`config.mk`:
```
export PLATFORM = sky130hd
export DESIGN_NAME = irq_aggr_top
export DESIGN_NICKNAME = d
export VERILOG_FILES = /design/src/rtl/irq_aggr_pkg.sv /design/src/rtl/irq_sync.sv /design/src/rtl/irq_capture.sv /design/src/rtl/irq_regs.sv /design/src/rtl/irq_aggr_top.sv
export SDC_FILE = /design/constraint.sdc
export NUM_CORES = 1
export LEC_CHECK = 0
export BUFFER_PORTS_ARGS = -buffer_cell sky130_fd_sc_hd__buf_2
export CAP_MARGIN = 20
export CORE_MARGIN = 2
export CORE_UTILIZATION = 50
export DETAILED_ROUTE_END_ITERATION = 16
export GPL_ROUTABILITY_DRIVEN = 0
export PLACE_DENSITY = 0.76
export REMOVE_ABC_BUFFERS = 1
export SKIP_LAST_GASP = 1
export SYNTH_ARGS = -nofsm -noshare
export SYNTH_HDL_FRONTEND = slang
export SYNTH_SLANG_ARGS = --single-unit
```
`constraint.sdc`:
```
create_clock -name clk_i -period 1.5 [get_ports clk_i]
set_clock_uncertainty 0.2 [all_clocks]
set_input_delay 0.075 -clock clk_i [delete_from_list [all_inputs] [get_ports clk_i]]
set_output_delay 0.075 -clock clk_i [all_outputs]
set_load 0.01 [all_outputs]
```
`src/rtl/irq_aggr_pkg.sv`:
```
package irq_aggr_pkg;
  localparam int unsigned DATA_W       = 32;
  localparam int unsigned CTL_RUN_BIT  = 31;
  localparam int unsigned CTL_EDGE_BIT = 30;
  localparam logic [7:0]  OFF_CTL      = 8'h00;
  localparam logic [7:0]  OFF_ENA      = 8'h04;
  localparam logic [7:0]  OFF_STS      = 8'h08;
  localparam logic [7:0]  OFF_CLR      = 8'h0C;
  localparam logic [7:0]  OFF_POL      = 8'h10;
endpackage

```
`src/rtl/irq_sync.sv`:
```
module irq_sync #(
  parameter int unsigned N = 18
) (
  input  logic         clk_i,
  input  logic         rst_ni,
  input  logic [N-1:0] async_i,
  output logic [N-1:0] sync_o
);
  for (genvar i = 0; i < N; i++) begin : g_line
    logic s1_q, s2_q;
    always_ff @(posedge clk_i or negedge rst_ni) begin
      if (!rst_ni) begin
        s1_q <= 1'b0;
        s2_q <= 1'b0;
      end else begin
        s1_q <= async_i[i];
        s2_q <= s1_q;
      end
    end
    assign sync_o[i] = s2_q;
  end
endmodule

```
`src/rtl/irq_capture.sv`:
```
module irq_capture #(
  parameter int unsigned N = 18
) (
  input  logic         clk_i,
  input  logic         rst_ni,
  input  logic [N-1:0] sync_i,
  input  logic [N-1:0] pol_i,
  input  logic         run_i,
  input  logic         edge_i,
  input  logic [N-1:0] clr_i,
  output logic [N-1:0] sts_o
);
  logic [N-1:0] active, prev_q, rise, set, sts_q;

  assign active = sync_i ^ ~pol_i;
  assign rise   = active & ~prev_q;
  assign set    = run_i ? (edge_i ? rise : active) : '0;

  always_ff @(posedge clk_i or negedge rst_ni) begin
    if (!rst_ni) begin
      prev_q <= '0;
      sts_q  <= '0;
    end else begin
      prev_q <= active;
      sts_q  <= (sts_q & ~clr_i) | set;  // set beats clear
    end
  end

  assign sts_o = sts_q;

  assert_sticky_R5: assert property (@(posedge clk_i) disable iff (!rst_ni)
    1'b1 |=> ((($past(sts_q) & ~$past(clr_i)) & ~sts_q) == '0));

  assert_level_set_R6: assert property (@(posedge clk_i) disable iff (!rst_ni)
    (run_i && !edge_i) |=> ((sts_q & $past(active)) == $past(active)));

  assert_clear_R4: assert property (@(posedge clk_i) disable iff (!rst_ni)
    1'b1 |=> ((sts_q & $past(clr_i & ~set)) == '0));

  assert_halt_R2: assert property (@(posedge clk_i) disable iff (!rst_ni)
    !run_i |=> ((sts_q & ~$past(sts_q)) == '0));
endmodule

```
`src/rtl/irq_regs.sv`:
```
module irq_regs
  import irq_aggr_pkg::*;
#(
  parameter int unsigned N      = 18,
  parameter int unsigned ADDR_W = 8
) (
  input  logic              clk_i,
  input  logic              rst_ni,
  input  logic              req_i,
  input  logic              we_i,
  input  logic [ADDR_W-1:0] addr_i,
  input  logic [DATA_W-1:0] wdata_i,
  input  logic [N-1:0]      sts_i,
  output logic              run_o,
  output logic              edge_o,
  output logic [N-1:0]      ena_o,
  output logic [N-1:0]      pol_o,
  output logic [N-1:0]      clr_o,
  output logic [DATA_W-1:0] rdata_o
);
  localparam int unsigned PAD_W = DATA_W - N;

  logic wr, rd, hit_ctl, hit_ena, hit_sts, hit_clr, hit_pol, unmapped;
  logic run_q, edge_q;
  logic [N-1:0] ena_q, pol_q;
  logic [DATA_W-1:0] rmux, rdata_q;
  logic unused_wdata;

  assign wr = req_i & we_i;
  assign rd = req_i & ~we_i;
  assign hit_ctl = addr_i == ADDR_W'(OFF_CTL);
  assign hit_ena = addr_i == ADDR_W'(OFF_ENA);
  assign hit_sts = addr_i == ADDR_W'(OFF_STS);
  assign hit_clr = addr_i == ADDR_W'(OFF_CLR);
  assign hit_pol = addr_i == ADDR_W'(OFF_POL);
  assign unmapped = ~(hit_ctl | hit_ena | hit_sts | hit_pol);
  assign unused_wdata = ^wdata_i;

  always_ff @(posedge clk_i or negedge rst_ni) begin
    if (!rst_ni) begin
      run_q  <= 1'b0;
      edge_q <= 1'b0;
      ena_q  <= '0;
      pol_q  <= '0;
    end else if (wr) begin
      if (hit_ctl) begin
        run_q  <= wdata_i[CTL_RUN_BIT];
        edge_q <= wdata_i[CTL_EDGE_BIT];
      end
      if (hit_ena) ena_q <= wdata_i[N-1:0];
      if (hit_pol) pol_q <= wdata_i[N-1:0];
    end
  end

  assign clr_o = (wr && hit_clr) ? wdata_i[N-1:0] : '0;

  always_comb begin
    rmux = '0;
    if (hit_ctl) begin
      rmux[CTL_RUN_BIT]  = run_q;
      rmux[CTL_EDGE_BIT] = edge_q;
    end
    if (hit_ena) rmux = {{PAD_W{1'b0}}, ena_q};
    if (hit_sts) rmux = {{PAD_W{1'b0}}, sts_i};
    if (hit_pol) rmux = {{PAD_W{1'b0}}, pol_q};
  end

  always_ff @(posedge clk_i or negedge rst_ni) begin
    if (!rst_ni)  rdata_q <= '0;
    else if (rd)  rdata_q <= rmux;
  end

  assign run_o   = run_q;
  assign edge_o  = edge_q;
  assign ena_o   = ena_q;
  assign pol_o   = pol_q;
  assign rdata_o = rdata_q;

  assert_unmapped_zero_R10: assert property (@(posedge clk_i) disable iff (!rst_ni)
    (rd && unmapped) |=> (rdata_o == '0));

  assert_ena_hold_R1: assert property (@(posedge clk_i) disable iff (!rst_ni)
    !(wr && hit_ena) |=> $stable(ena_q));
endmodule

```
`src/rtl/irq_aggr_top.sv`:
```
module irq_aggr_top
  import irq_aggr_pkg::*;
#(
  parameter int unsigned N      = 18,
  parameter int unsigned ADDR_W = 8
) (
  input  logic              clk_i,
  input  logic              rst_ni,
  input  logic              req_i,
  input  logic              we_i,
  input  logic [ADDR_W-1:0] addr_i,
  input  logic [DATA_W-1:0] wdata_i,
  output logic [DATA_W-1:0] rdata_o,
  input  logic [N-1:0]      irq_lines_i,
  output logic              irq_o
);
  logic run, edge_mode;
  logic [N-1:0] sync, ena, pol, clr, sts;

  irq_sync #(.N(N)) u_sync (
    .clk_i(clk_i), .rst_ni(rst_ni), .async_i(irq_lines_i), .sync_o(sync)
  );

  irq_capture #(.N(N)) u_cap (
    .clk_i(clk_i), .rst_ni(rst_ni), .sync_i(sync), .pol_i(pol),
    .run_i(run), .edge_i(edge_mode), .clr_i(clr), .sts_o(sts)
  );

  irq_regs #(.N(N), .ADDR_W(ADDR_W)) u_regs (
    .clk_i(clk_i), .rst_ni(rst_ni), .req_i(req_i), .we_i(we_i),
    .addr_i(addr_i), .wdata_i(wdata_i), .sts_i(sts), .run_o(run),
    .edge_o(edge_mode), .ena_o(ena), .pol_o(pol), .clr_o(clr),
    .rdata_o(rdata_o)
  );

  assign irq_o = run & |(ena & sts);

  assert_irq_gate_R2: assert property (@(posedge clk_i) disable iff (!rst_ni)
    !run |-> !irq_o);

  assert_irq_source_R8: assert property (@(posedge clk_i) disable iff (!rst_ni)
    irq_o |-> ((ena & sts) != '0));
endmodule

```
==> flow_summary_export.csv, run 1 <==
group,metric,value,unit
global_route,grt-ovfl-total,0,
setup_path,path_max_fanout,2,
floorplan,die_area,10900,µm²
detailed_routing,drt_wl_total,15.4,mm
yosys,synth_seq_area_share,0.648,
floorplan,core,9770,µm²
yosys,ys_seq_elements,130,
power_and_ir_drop,p_total,0.00946,W
yosys,synthTopCellsByCount,"dfrtp_1, nand2_1, mux2_2, a22oi_1",
yosys,synthTopCellsByArea,"dfrtp_1, mux2_2, a221o_1",
placed_design,dp_slack,-0.809,ns
yosys,synth-async-reset-ratio,1.00,
sta,setup_ws,-0.736,ns
floorplan,die_y,104,µm
yosys,post_synth_inst_count,356,
power_and_ir_drop,p_per_area,1260,nW/µm²
cells_and_area,stdcell_count,684,
setup_path,arrival,1.96,ns
floorplan,dieWidth,104,µm
status,failed_checks,"hold timing, setup timing",
global_route,antenna_found_initial,0,
yosys,postSynthAreaPerCell,14.1,µm²
cts,clockRootBuffer,"clkbuf_8",
global_route,grt_pass1_vias,4095,
global_route,grt_usage,0.275,
cells_and_area,utilization,0.768,
cts,postCtsHoldBufs,61,
sta,rsz0062_at_grt,"yes",
cts,numClockSinks,130,
min_path,hp-class,"in -> reg",
detailed_routing,route.detailed.drc,0,
cts,clkSlewWorstSetupHoldPaths,0.06,ns
sta,setup_viol,66,
cells_and_area,drive_above_1_share,0.370,
setup_path,startpoint_type,"register",
yosys,synthFlopType,"dfrtp_1",
detailed_routing,top_layer_used,"met4",
setup_path,required,1.22,ns
yosys,yosys_warnings,0,
status,run_status,"finished with violations",
cells_and_area,nFillCells,539,
cells_and_area,areaGrowthSynthToFinish,49.6,%
setup_path,worstSetupPathType,"reg -> out",
sta,min_period,2.24,ns
cts,cts_buffer_depth,2,
yosys,netlist.area_leader.share,0.648,
floorplan,ios,95,
detailed_routing,routed_via_density,5.94,
run,maxCapViolations,0,
cells_and_area,antenna_cells,0,
global_route,grt_max_degree,41,
detailed_routing,wl_per_cell,22.5,µm
sta,drv_slew,0,
yosys,synth_top_cell_by_area,"dfrtp_1",
placed_design,hpwl,7.15,mm
sta,hold_slack,-0.0208,ns
cells_and_area,layout.nets,601,
cts,cts_tree,"done",
detailed_routing,drt_iter0_markers,384,
yosys,yosysMostFrequentCell,"dfrtp_1",
placed_design,port_buffers,70,
power_and_ir_drop,p_leak,3.47,nW
yosys,synth_area,5020,µm²
floorplan,start_util,0.513,
yosys,synth-edff-count,0,
detailed_routing,dr_wl_met3,1.43,mm
power_and_ir_drop,ir_worst_vdd,0.651,mV
floorplan,placementRows,36,
sta,fmax,447,MHz
setup_path,endpoint_kind,"output pin",
detailed_routing,wl_met1,5.63,mm
sta,hold_viol_final,2,
detailed_routing,vias,4061,
detailed_routing,ant_nets,0,
global_route,grt_pass1_wl,22.0,mm
placed_design,dp.cells,573,
cts,clock_tree.htree_level_count,4,
detailed_routing,dr_wl_met2,7.56,mm
cts,clock_latency,0.53,ns
cts,cts_made_buffers,17,
detailed_routing,drtPass1Iterations,6,
yosys,ys_types,30,
sta,period_share,1.49,
-- cells by family after synthesis --
logic type / count (synthesis) / synth area share
buffers and inverters: 33 / 0.0394
other: 1 / 0.000747
AND/OR/NAND/NOR: 70 / 0.0686
XOR/XNOR: 18 / 0.0314
AO/OA/AOI/OAI: 66 / 0.119
multiplexers: 38 / 0.0927
flip-flops: 130 / 0.648
-- routing by layer --
layer / vias up / GRT usage
met4: 0 / 0.149
met3: 71 / 0.0708
li1: 1657 / -
met5: - / 0
met2: 285 / 0.444
met1: 2048 / 0.341
-- registers in the layout, summed over array words and instances, names as in the netlist --
register,cells
u_sync.g_line.s1_q,18
u_cap.sts_o,18
u_regs.pol_o,18
u_regs.run_o,1
u_cap.prev_q,18
u_sync.g_line.s2_q,18
u_regs.edge_o,1
u_regs.ena_o,18
u_regs.rdata_o,20
-- metrics by stage --
step | instance area, µm² | setup TNS, ns
3_3_place_gp | 5780 | -42.83
4_1_cts | 7350 | -8.89
2_1_floorplan | 4870 | -56.98
6_report | 7510 | -11.70
5_1_grt | 7510 | -12.90
3_5_place_dp | 5780 | -43.70
-- worst max-delay path, stage by stage (launching register included) --
cell	delay, ns
dfrtp_1	0.38
a22o_1	0.26
a221oi_2	0.26
and3_1	0.24
a31oi_1	0.12
buf_2	0.17
-- repair_timing --
action | CTS | global route
setup buffers | 7 | 3
pin swaps | 4 | 10
hold endpoints to repair | 206 | 1
gates cloned | 5 | 6
endpoints found under the setup margin | 39 | 67
gates resized for setup | 26 | 11
-- power breakdown --
group	leakage (nW)	switching, W	total, W	internal, W
Combinational	1.49	0.000370	0.000820	0.000450
Clock	0.317	0.00157	0.00469	0.00312
Sequential	1.67	0.000204	0.00395	0.00375
Total	3.47	0.00214	0.00946	0.00732
-- cell type report --
class	instances	area, µm²	area share
clock buffers	19	442	0.0588
multi-input cells	204	1730	0.230
clock inverters	12	229	0.0305
flip-flops and latches	130	3250	0.433
inverters	3	11.3	0.00150
repair buffers	183	1680	0.224
well taps	133	166	0.0222
-- placed cells by master, fill, tap and decap left out, types with 17 or more instances in the layout --
| master | count |
|---|---|
| dfrtp_1 | 130 |
| a32o_1 | 18 |
| mux2_2 | 17 |
| buf_4 | 21 |
| buf_2 | 68 |
| dlygate4sd3_1 | 61 |
| a221o_1 | 18 |
| clkbuf_16 | 20 |
| a22oi_1 | 19 |
| nor2_1 | 18 |
| nand2_1 | 39 |
| mux2_4 | 21 |
| xnor2_1 | 18 |
-- final timing paths --
kind / from / end / slack [ns] / cells after the start
max in group asynchronous: rst_ni / u_cap.sts_o[16] / 0.16 / 4
min reg2reg: u_sync.g_line[6].s1_q / u_sync.g_line[6].s2_q / 0.15 / 0
max: u_regs.ena_o[14] / irq_o / -0.74 / 5
min: addr_i[2] / u_regs.rdata_o[31] / -0.02 / 6
max reg2reg: u_regs.run_o / u_regs.rdata_o[31] / 0.11 / 2
min in group asynchronous: rst_ni / u_regs.edge_o / 0.37 / 3
Note: power is estimated with default switching activity, not from simulation.
==> inputs of run 2 (changes only) <==
--- a/config.mk
+++ b/config.mk
@@ -8,10 +8,10 @@
 export BUFFER_PORTS_ARGS = -buffer_cell sky130_fd_sc_hd__buf_2
 export CAP_MARGIN = 20
 export CORE_MARGIN = 2
-export CORE_UTILIZATION = 50
+export CORE_UTILIZATION = 41
 export DETAILED_ROUTE_END_ITERATION = 16
 export GPL_ROUTABILITY_DRIVEN = 0
-export PLACE_DENSITY = 0.76
+export PLACE_DENSITY = 0.65
 export REMOVE_ABC_BUFFERS = 1
 export SKIP_LAST_GASP = 1
 export SYNTH_ARGS = -nofsm -noshare
==> run 2 against run 1 <==
The run ends with setup timing left; setup slack improved by 0.071 ns; die area rose by 21%; count of clock-buffer cells in the layout fell by 1; final cell count rose by 1.2%; critical path type unchanged; largest cell class unchanged; largest power group is now sequential cells.
==> flow_summary_export.csv, run 2 (synthesis gave the netlist of run 1 again) <==
group,metric,value,unit
floorplan,dieWidth,115,µm
power_and_ir_drop,comb_power_share,0.100,
placed_design,hpwl,7.43,mm
floorplan,die_y,115,µm
power_and_ir_drop,ir_worst_vdd,0.601,mV
status,run_status,"finished with violations",
sta,period_share,1.44,
cells_and_area,final_cell_area,7500,µm²
sta,drv_slew,0,
cts,cts_tree,"done",
cts,clock_tree.htree_level_count,4,
floorplan,die_area,13100,µm²
cells_and_area,largest_reg_flops,20,
floorplan,start_util,0.420,
cells_and_area,antenna_cells,0,
detailed_routing,drt_wl_total,14.1,mm
detailed_routing,vias,3759,
power_and_ir_drop,clkPwrFrac,0.446,
cts,clock_latency,0.42,ns
sta,setup_ws,-0.665,ns
cells_and_area,layout.nets,594,
placed_design,dp.cells,601,
cells_and_area,stdcell_count,692,
sta,fmax,462,MHz
global_route,grt_most_used_layer,"met2",
power_and_ir_drop,p_total,0.00861,W
global_route,grt_pass1_vias,3930,
placed_design,dpl_cell_area,5910,µm²
global_route,grt_max_degree,53,
cells_and_area,nFillCells,876,
setup_path,worstSetupPathType,"reg -> out",
status,failed_checks,"setup timing",
setup_path,required,1.22,ns
cells_and_area,drive_above_1_share,0.439,
global_route,grt_usage,0.230,
sta,rsz0062_at_grt,"yes",
cells_and_area,final_common_cell,"dfrtp_1",
cells_and_area,areaGrowthSynthToFinish,49.5,%
power_and_ir_drop,power_switching,0.00208,W
power_and_ir_drop,p_leak,3.50,nW
power_and_ir_drop,p_per_area,1150,nW/µm²
sta,hold_viol_final,0,
detailed_routing,route.detailed.drc,0,
sta,tns,-31.42,ns
min_path,hp-class,"in -> async",
detailed_routing,drtPass1Iterations,4,
detailed_routing,ant_nets,0,
setup_path,endpoint_kind,"output pin",
floorplan,ios,95,
setup_path,r2r_cells,4,
sta,min_period,2.17,ns
power_and_ir_drop,switching_share,0.241,
cells_and_area,register_area,3250,µm²
detailed_routing,drt_iter0_markers,203,
setup_path,startpoint_type,"register",
setup_path,path_max_fanout,3,
setup_path,arrival,1.89,ns
power_and_ir_drop,p_seq_frac,0.453,
cts,numClockSinks,130,
detailed_routing,wl_per_cell,20.4,µm
global_route,antenna_found_initial,0,
detailed_routing,routed_via_density,5.43,
global_route,grt-ovfl-total,0,
global_route,use_met2,0.382,
run,maxCapViolations,0,
sta,setup_viol,77,
global_route,gr-usage-met1,0.277,
global_route,grt_use_met3,0.0603,
cts,cts_made_buffers,17,
floorplan,placementRows,40,
cts,clkSlewWorstSetupHoldPaths,0.06,ns
cells_and_area,multiInputGateArea,1880,µm²
floorplan,core,12000,µm²
cts,clockRootBuffer,"clkbuf_16",
placed_design,port_buffers,70,
global_route,grt_pass1_wl,22.0,mm
cts,cts_buffer_depth,2,
sta,tightestPinTransition,0.515,ns
sta,relSlewSlack,0.656,
power_and_ir_drop,internal-power,0.00654,W
cells_and_area,mostFrequentLayoutCells,"dfrtp_1, buf_2, dlygate4sd3_1",
[run 2: what timing repair did]
action                                  in CTS  in global routing
cloned                                       9                  0
pin swaps                                   18                 34
endpoints found under the setup margin      77                 77
endpoints found under the hold margin      206                  0
hold buffers                                41                  0
gates resized for setup                     47                 47
buffers inserted                            13                  4
[run 2: final cells by class]
cell class,instances,share of cell area
clock buffers,18,0.0585
clock inverters,14,0.0155
inverters,3,0.00150
multi-input cells,204,0.250
flip-flops and latches,130,0.434
well taps,147,0.0245
repair buffers,176,0.216
[run 2: worst paths after layout]
path                            slack (ns)                endpoint              startpoint
max in group asynchronous             0.52   u_sync.g_line[0].s1_q                  rst_ni
worst min register to register        0.15  u_sync.g_line[10].s2_q  u_sync.g_line[10].s1_q
worst max register to register        0.12      u_regs.rdata_o[13]         u_cap.sts_o[13]
min in group clk_i                    0.04            u_regs.run_o                    we_i
worst min-delay path                 0.005   u_sync.g_line[5].s2_q                  rst_ni
worst max-delay path                 -0.67                   irq_o        u_regs.ena_o[10]
[run 2: worst max-delay path, stage by stage (launching register included)]
cell      delay (ns)
dfrtp_1         0.39
a22o_1          0.27
a221oi_2        0.24
buf_4           0.16
and3_4          0.20
a31oi_4         0.07
buf_6           0.14
[run 2: stage by stage]
stage / hold slack [ns] / setup slack, ns / util
6_report: 0.00501 / -0.665 / 0.627
5_1_grt: 0.0184 / -0.736 / 0.627
4_1_cts: 0.0116 / -0.637 / 0.619
3_5_place_dp: -0.292 / -0.741 / 0.494
3_3_place_gp: -0.292 / -0.705 / 0.494
2_1_floorplan: -0.421 / -0.970 / -
[run 2: power groups by stage]
stage               sequential (W)  combinational [W]  clock, W
global route               0.00393           0.000937   0.00409
finish                     0.00390           0.000866   0.00385
floorplan                  0.00393           0.000265         0
CTS                        0.00389           0.000824   0.00389
detailed placement         0.00394           0.000722         0
global placement           0.00393           0.000693         0
[run 2: routing by layer]
layer,part of all wire,up-vias
met4,0.038,0
met2,0.51,122
li1,-,1641
met3,0.047,39
met1,0.41,1957
met5,0,-
==> inputs of run 3 (changes only) <==
--- a/config.mk
+++ b/config.mk
@@ -5,12 +5,14 @@
 export SDC_FILE = /design/constraint.sdc
 export NUM_CORES = 1
 export LEC_CHECK = 0
+export ABC_AREA = 1
 export BUFFER_PORTS_ARGS = -buffer_cell sky130_fd_sc_hd__buf_2
 export CAP_MARGIN = 20
 export CORE_MARGIN = 2
 export CORE_UTILIZATION = 41
 export DETAILED_ROUTE_END_ITERATION = 16
 export GPL_ROUTABILITY_DRIVEN = 0
+export HOLD_SLACK_MARGIN = 0.03
 export PLACE_DENSITY = 0.65
 export REMOVE_ABC_BUFFERS = 1
 export SKIP_LAST_GASP = 1
==> run 3 against run 2 <==
The flow finishes with violations (hold timing, setup timing); die area rose by 7.8%; synthesized area is 8.1% higher; critical path type unchanged; first-iteration DRC count increased by 64%; count of clock-buffer cells in the layout unchanged; total power grew 1.6%; non-clock buffer count decreased by 22; critical endpoint unchanged; maximum frequency grew 21%; synthesized cell count is 66% higher; final cell count grew 34%; wire length fell by 3.0%; combinational power down 32%.
==> flow_summary_export.csv, run 3 <==
group,metric,value,unit
status,run_status,"finished with violations",
status,failed_checks,"hold timing, setup timing",
sta,drv_slew,0,
sta,setup_ws,-0.289,ns
sta,fmax,559,MHz
cells_and_area,nFillCells,1083,
cells_and_area,drive_above_1_share,0.225,
setup_path,r2r-end,"u_cap.sts_o[4]",
setup_path,arrival,1.51,ns
sta,min_period,1.79,ns
cells_and_area,final_common_cell,"nand2_1",
yosys,synth_top_family_by_area,"simple AND/OR/NAND/NOR gates",
global_route,antenna_found_initial,0,
detailed_routing,route.detailed.drc,0,
global_route,grt_pass1_vias,4513,
setup_path,path_cells,"nand2_1 > nand2_2 > nor2_4 > nand3_2 > nor2_2 > nor2_2 > buf_2",
power_and_ir_drop,p_leak,3.68,nW
yosys,post_synth_inst_count,591,
yosys,synthAdderAreaFrac,0,
yosys,synth_xor_area_frac,0.0291,
min_path,hp-class,"in -> reg",
setup_path,startpoint_type,"register",
power_and_ir_drop,p_seq_frac,0.422,
sta,period_share,1.19,
setup_path,r2r-start,"u_regs.run_o",
sta,rsz0062_at_grt,"yes",
detailed_routing,drtPass1Iterations,5,
cts,cts_tree,"done",
sta,setup_viol,1,
floorplan,dieWidth,119,µm
cells_and_area,mostFrequentLayoutCells,"nand2_1, dfrtp_1, nand3_1",
floorplan,die_y,119,µm
floorplan,ios,95,
detailed_routing,wl_per_cell,14.8,µm
yosys,synthTopCellsByArea,"dfrtp_1, nand2_1, nand3_1",
floorplan,core,13100,µm²
yosys,synth-edff-count,0,
floorplan,start_util,0.415,
cells_and_area,areaGrowthSynthToFinish,37.8,%
setup_path,path_common_cell,"nor2_2",
yosys,synth_seq_area_share,0.600,
detailed_routing,ant_nets,0,
detailed_routing,routed_via_density,4.92,
yosys,synth-async-reset-ratio,1.00,
global_route,grt-ovfl-total,0,
cells_and_area,largest_reg_flops,20,
power_and_ir_drop,comb_power_share,0.068,
yosys,synthFlopType,"dfrtp_1",
cells_and_area,register_area,3250,µm²
cts,postCtsHoldBufs,45,
setup_path,required,1.22,ns
cells_and_area,final_cell_area,7480,µm²
power_and_ir_drop,clkPwrFrac,0.511,
detailed_routing,drt_iter0_markers,333,
yosys,yosys_warnings,0,
yosys,synth_top_cell_by_area,"dfrtp_1",
yosys,ys_seq_elements,130,
setup_path,slowest_stage,"dfrtp_1",
detailed_routing,drt_wl_total,13.7,mm
cts,clockRootBuffer,"clkbuf_16",
placed_design,port_buffers,70,
yosys,postSynthAreaPerCell,9.18,µm²
cells_and_area,antenna_cells,0,
power_and_ir_drop,internal-power,0.00683,W
setup_path,endpoint_kind,"output pin",
run,maxCapViolations,0,
yosys,synth_compound_area_frac,0.0664,
yosys,yosysMostFrequentCell,"nand2_1",
cells_and_area,utilization,0.571,
power_and_ir_drop,power_switching,0.00192,W
global_route,grt_max_degree,46,
sta,hold_slack,-0.182,ns
power_and_ir_drop,switching_share,0.219,
min_path,min_from,"req_i",
setup_path,r2r_cells,5,
setup_path,path_max_fanout,3,
power_and_ir_drop,ir_worst_vdd,0.610,mV
sta,hold_viol_final,2,
floorplan,die_area,14200,µm²
cts,cts_made_buffers,17,
yosys,synthTopCellsByCount,"nand2_1, dfrtp_1, nand3_1, inv_1, a21oi_1",
min_path,worstHoldPathCells,5,
global_route,grt_usage,0.198,
yosys,synth.area.mux_share,0,
setup_path,worstSetupPathType,"reg -> out",
cells_and_area,layout.nets,801,
global_route,grt_pass1_wl,21.9,mm
cts,numClockSinks,130,
detailed_routing,vias,4569,
placed_design,dpl_cell_area,6060,µm²
placed_design,hpwl,7.75,mm
cts,clkSlewWorstSetupHoldPaths,0.06,ns
yosys,netlist.area_leader.share,0.600,
cts,clock_tree.htree_level_count,4,
cts,cts_buffer_depth,2,
min_path,holdPathEnd,"u_regs.rdata_o[31]",
floorplan,placementRows,42,
yosys,ys_types,23,
power_and_ir_drop,p_total,0.00875,W
power_and_ir_drop,p_per_area,1170,nW/µm²
cts,clock_latency,0.42,ns
cells_and_area,multiInputGateArea,1860,µm²
yosys,synth_area,5430,µm²
setup_path,r2r_setup_slack,0.21,ns
yosys,synthSimpleGateAreaFrac,0.226,
setup_path,crit_path_max_incr_delay,0.40,ns
-- run 3: worst max-delay path by stage --
| stage | end | startpoint | slack, ns | cells after the start |
|---|---|---|---|---|
| floorplan | u_regs.ena_o[0] | addr_i[6] | -0.31 | 6 |
| global placement | u_regs.rdata_o[5] | addr_i[1] | 0.09 | 9 |
| detailed placement | u_regs.rdata_o[5] | addr_i[1] | 0.04 | 9 |
| CTS | irq_o | u_cap.sts_o[2] | -0.28 | 7 |
| global route | irq_o | u_regs.ena_o[0] | -0.36 | 7 |
| finish | irq_o | u_cap.sts_o[6] | -0.29 | 7 |
-- run 3: kinds of logic (layout without fill, tap and decap cells) --
kind of cell / count (synthesis) / count (layout)
DFF: 130 / 130
buffers and inverters: 85 / 235
AOI/OAI and AO/OA: 72 / 72
and+or+nand+nor: 285 / 285
other: 1 / 12
xor gates and xnor gates: 18 / 18
-- run 3: what timing repair did --
item                       CTS  global route
setup endpoints to repair    1           167
pin swaps                    3            14
resized for setup            3            20
cloned                       0             4
hold endpoints to repair   206             2
buffers inserted             9            13
-- run 3: power groups by stage --
stage | sequential, W | combinational, W | clock (W)
4_1_cts | 0.00369 | 0.000562 | 0.00452
2_1_floorplan | 0.00374 | 0.000200 | 0
3_3_place_gp | 0.00375 | 0.000440 | 0
5_1_grt | 0.00370 | 0.000663 | 0.00467
3_5_place_dp | 0.00375 | 0.000453 | 0
6_report | 0.00369 | 0.000593 | 0.00447
-- run 3: area by class of cell --
type,instances,share of cell area
sequential,130,0.435
multi-input combinational,387,0.248
timing repair buffer,154,0.176
clock buffer,18,0.0574
tap,176,0.0295
clock inverter,14,0.0285
inverter,49,0.0253
-- run 3: critical path, delay by kind of cell (launching register included) --
family	cells	cell delay (ns)
and+or+nand+nor	6	0.55
DFF	1	0.40
buffers and inverters	1	0.15
-- run 3: metrics by stage --
step | setup TNS, ns | setup slack (ns) | cells
floorplan | -9.81 | -0.308 | 566
global placement | 0 | 0.0928 | 828
detailed placement | 0 | 0.0400 | 828
CTS | -0.279 | -0.279 | 914
global route | -0.361 | -0.356 | 928
finish | -0.289 | -0.289 | 928
-- run 3: layer usage --
metal	GRT usage	vias to the layer above	share of wire
li1	-	2155	-
met1	0.264	2199	0.42
met2	0.309	191	0.49
met3	0.0503	24	0.067
met4	0.0811	0	0.017
met5	0	-	0
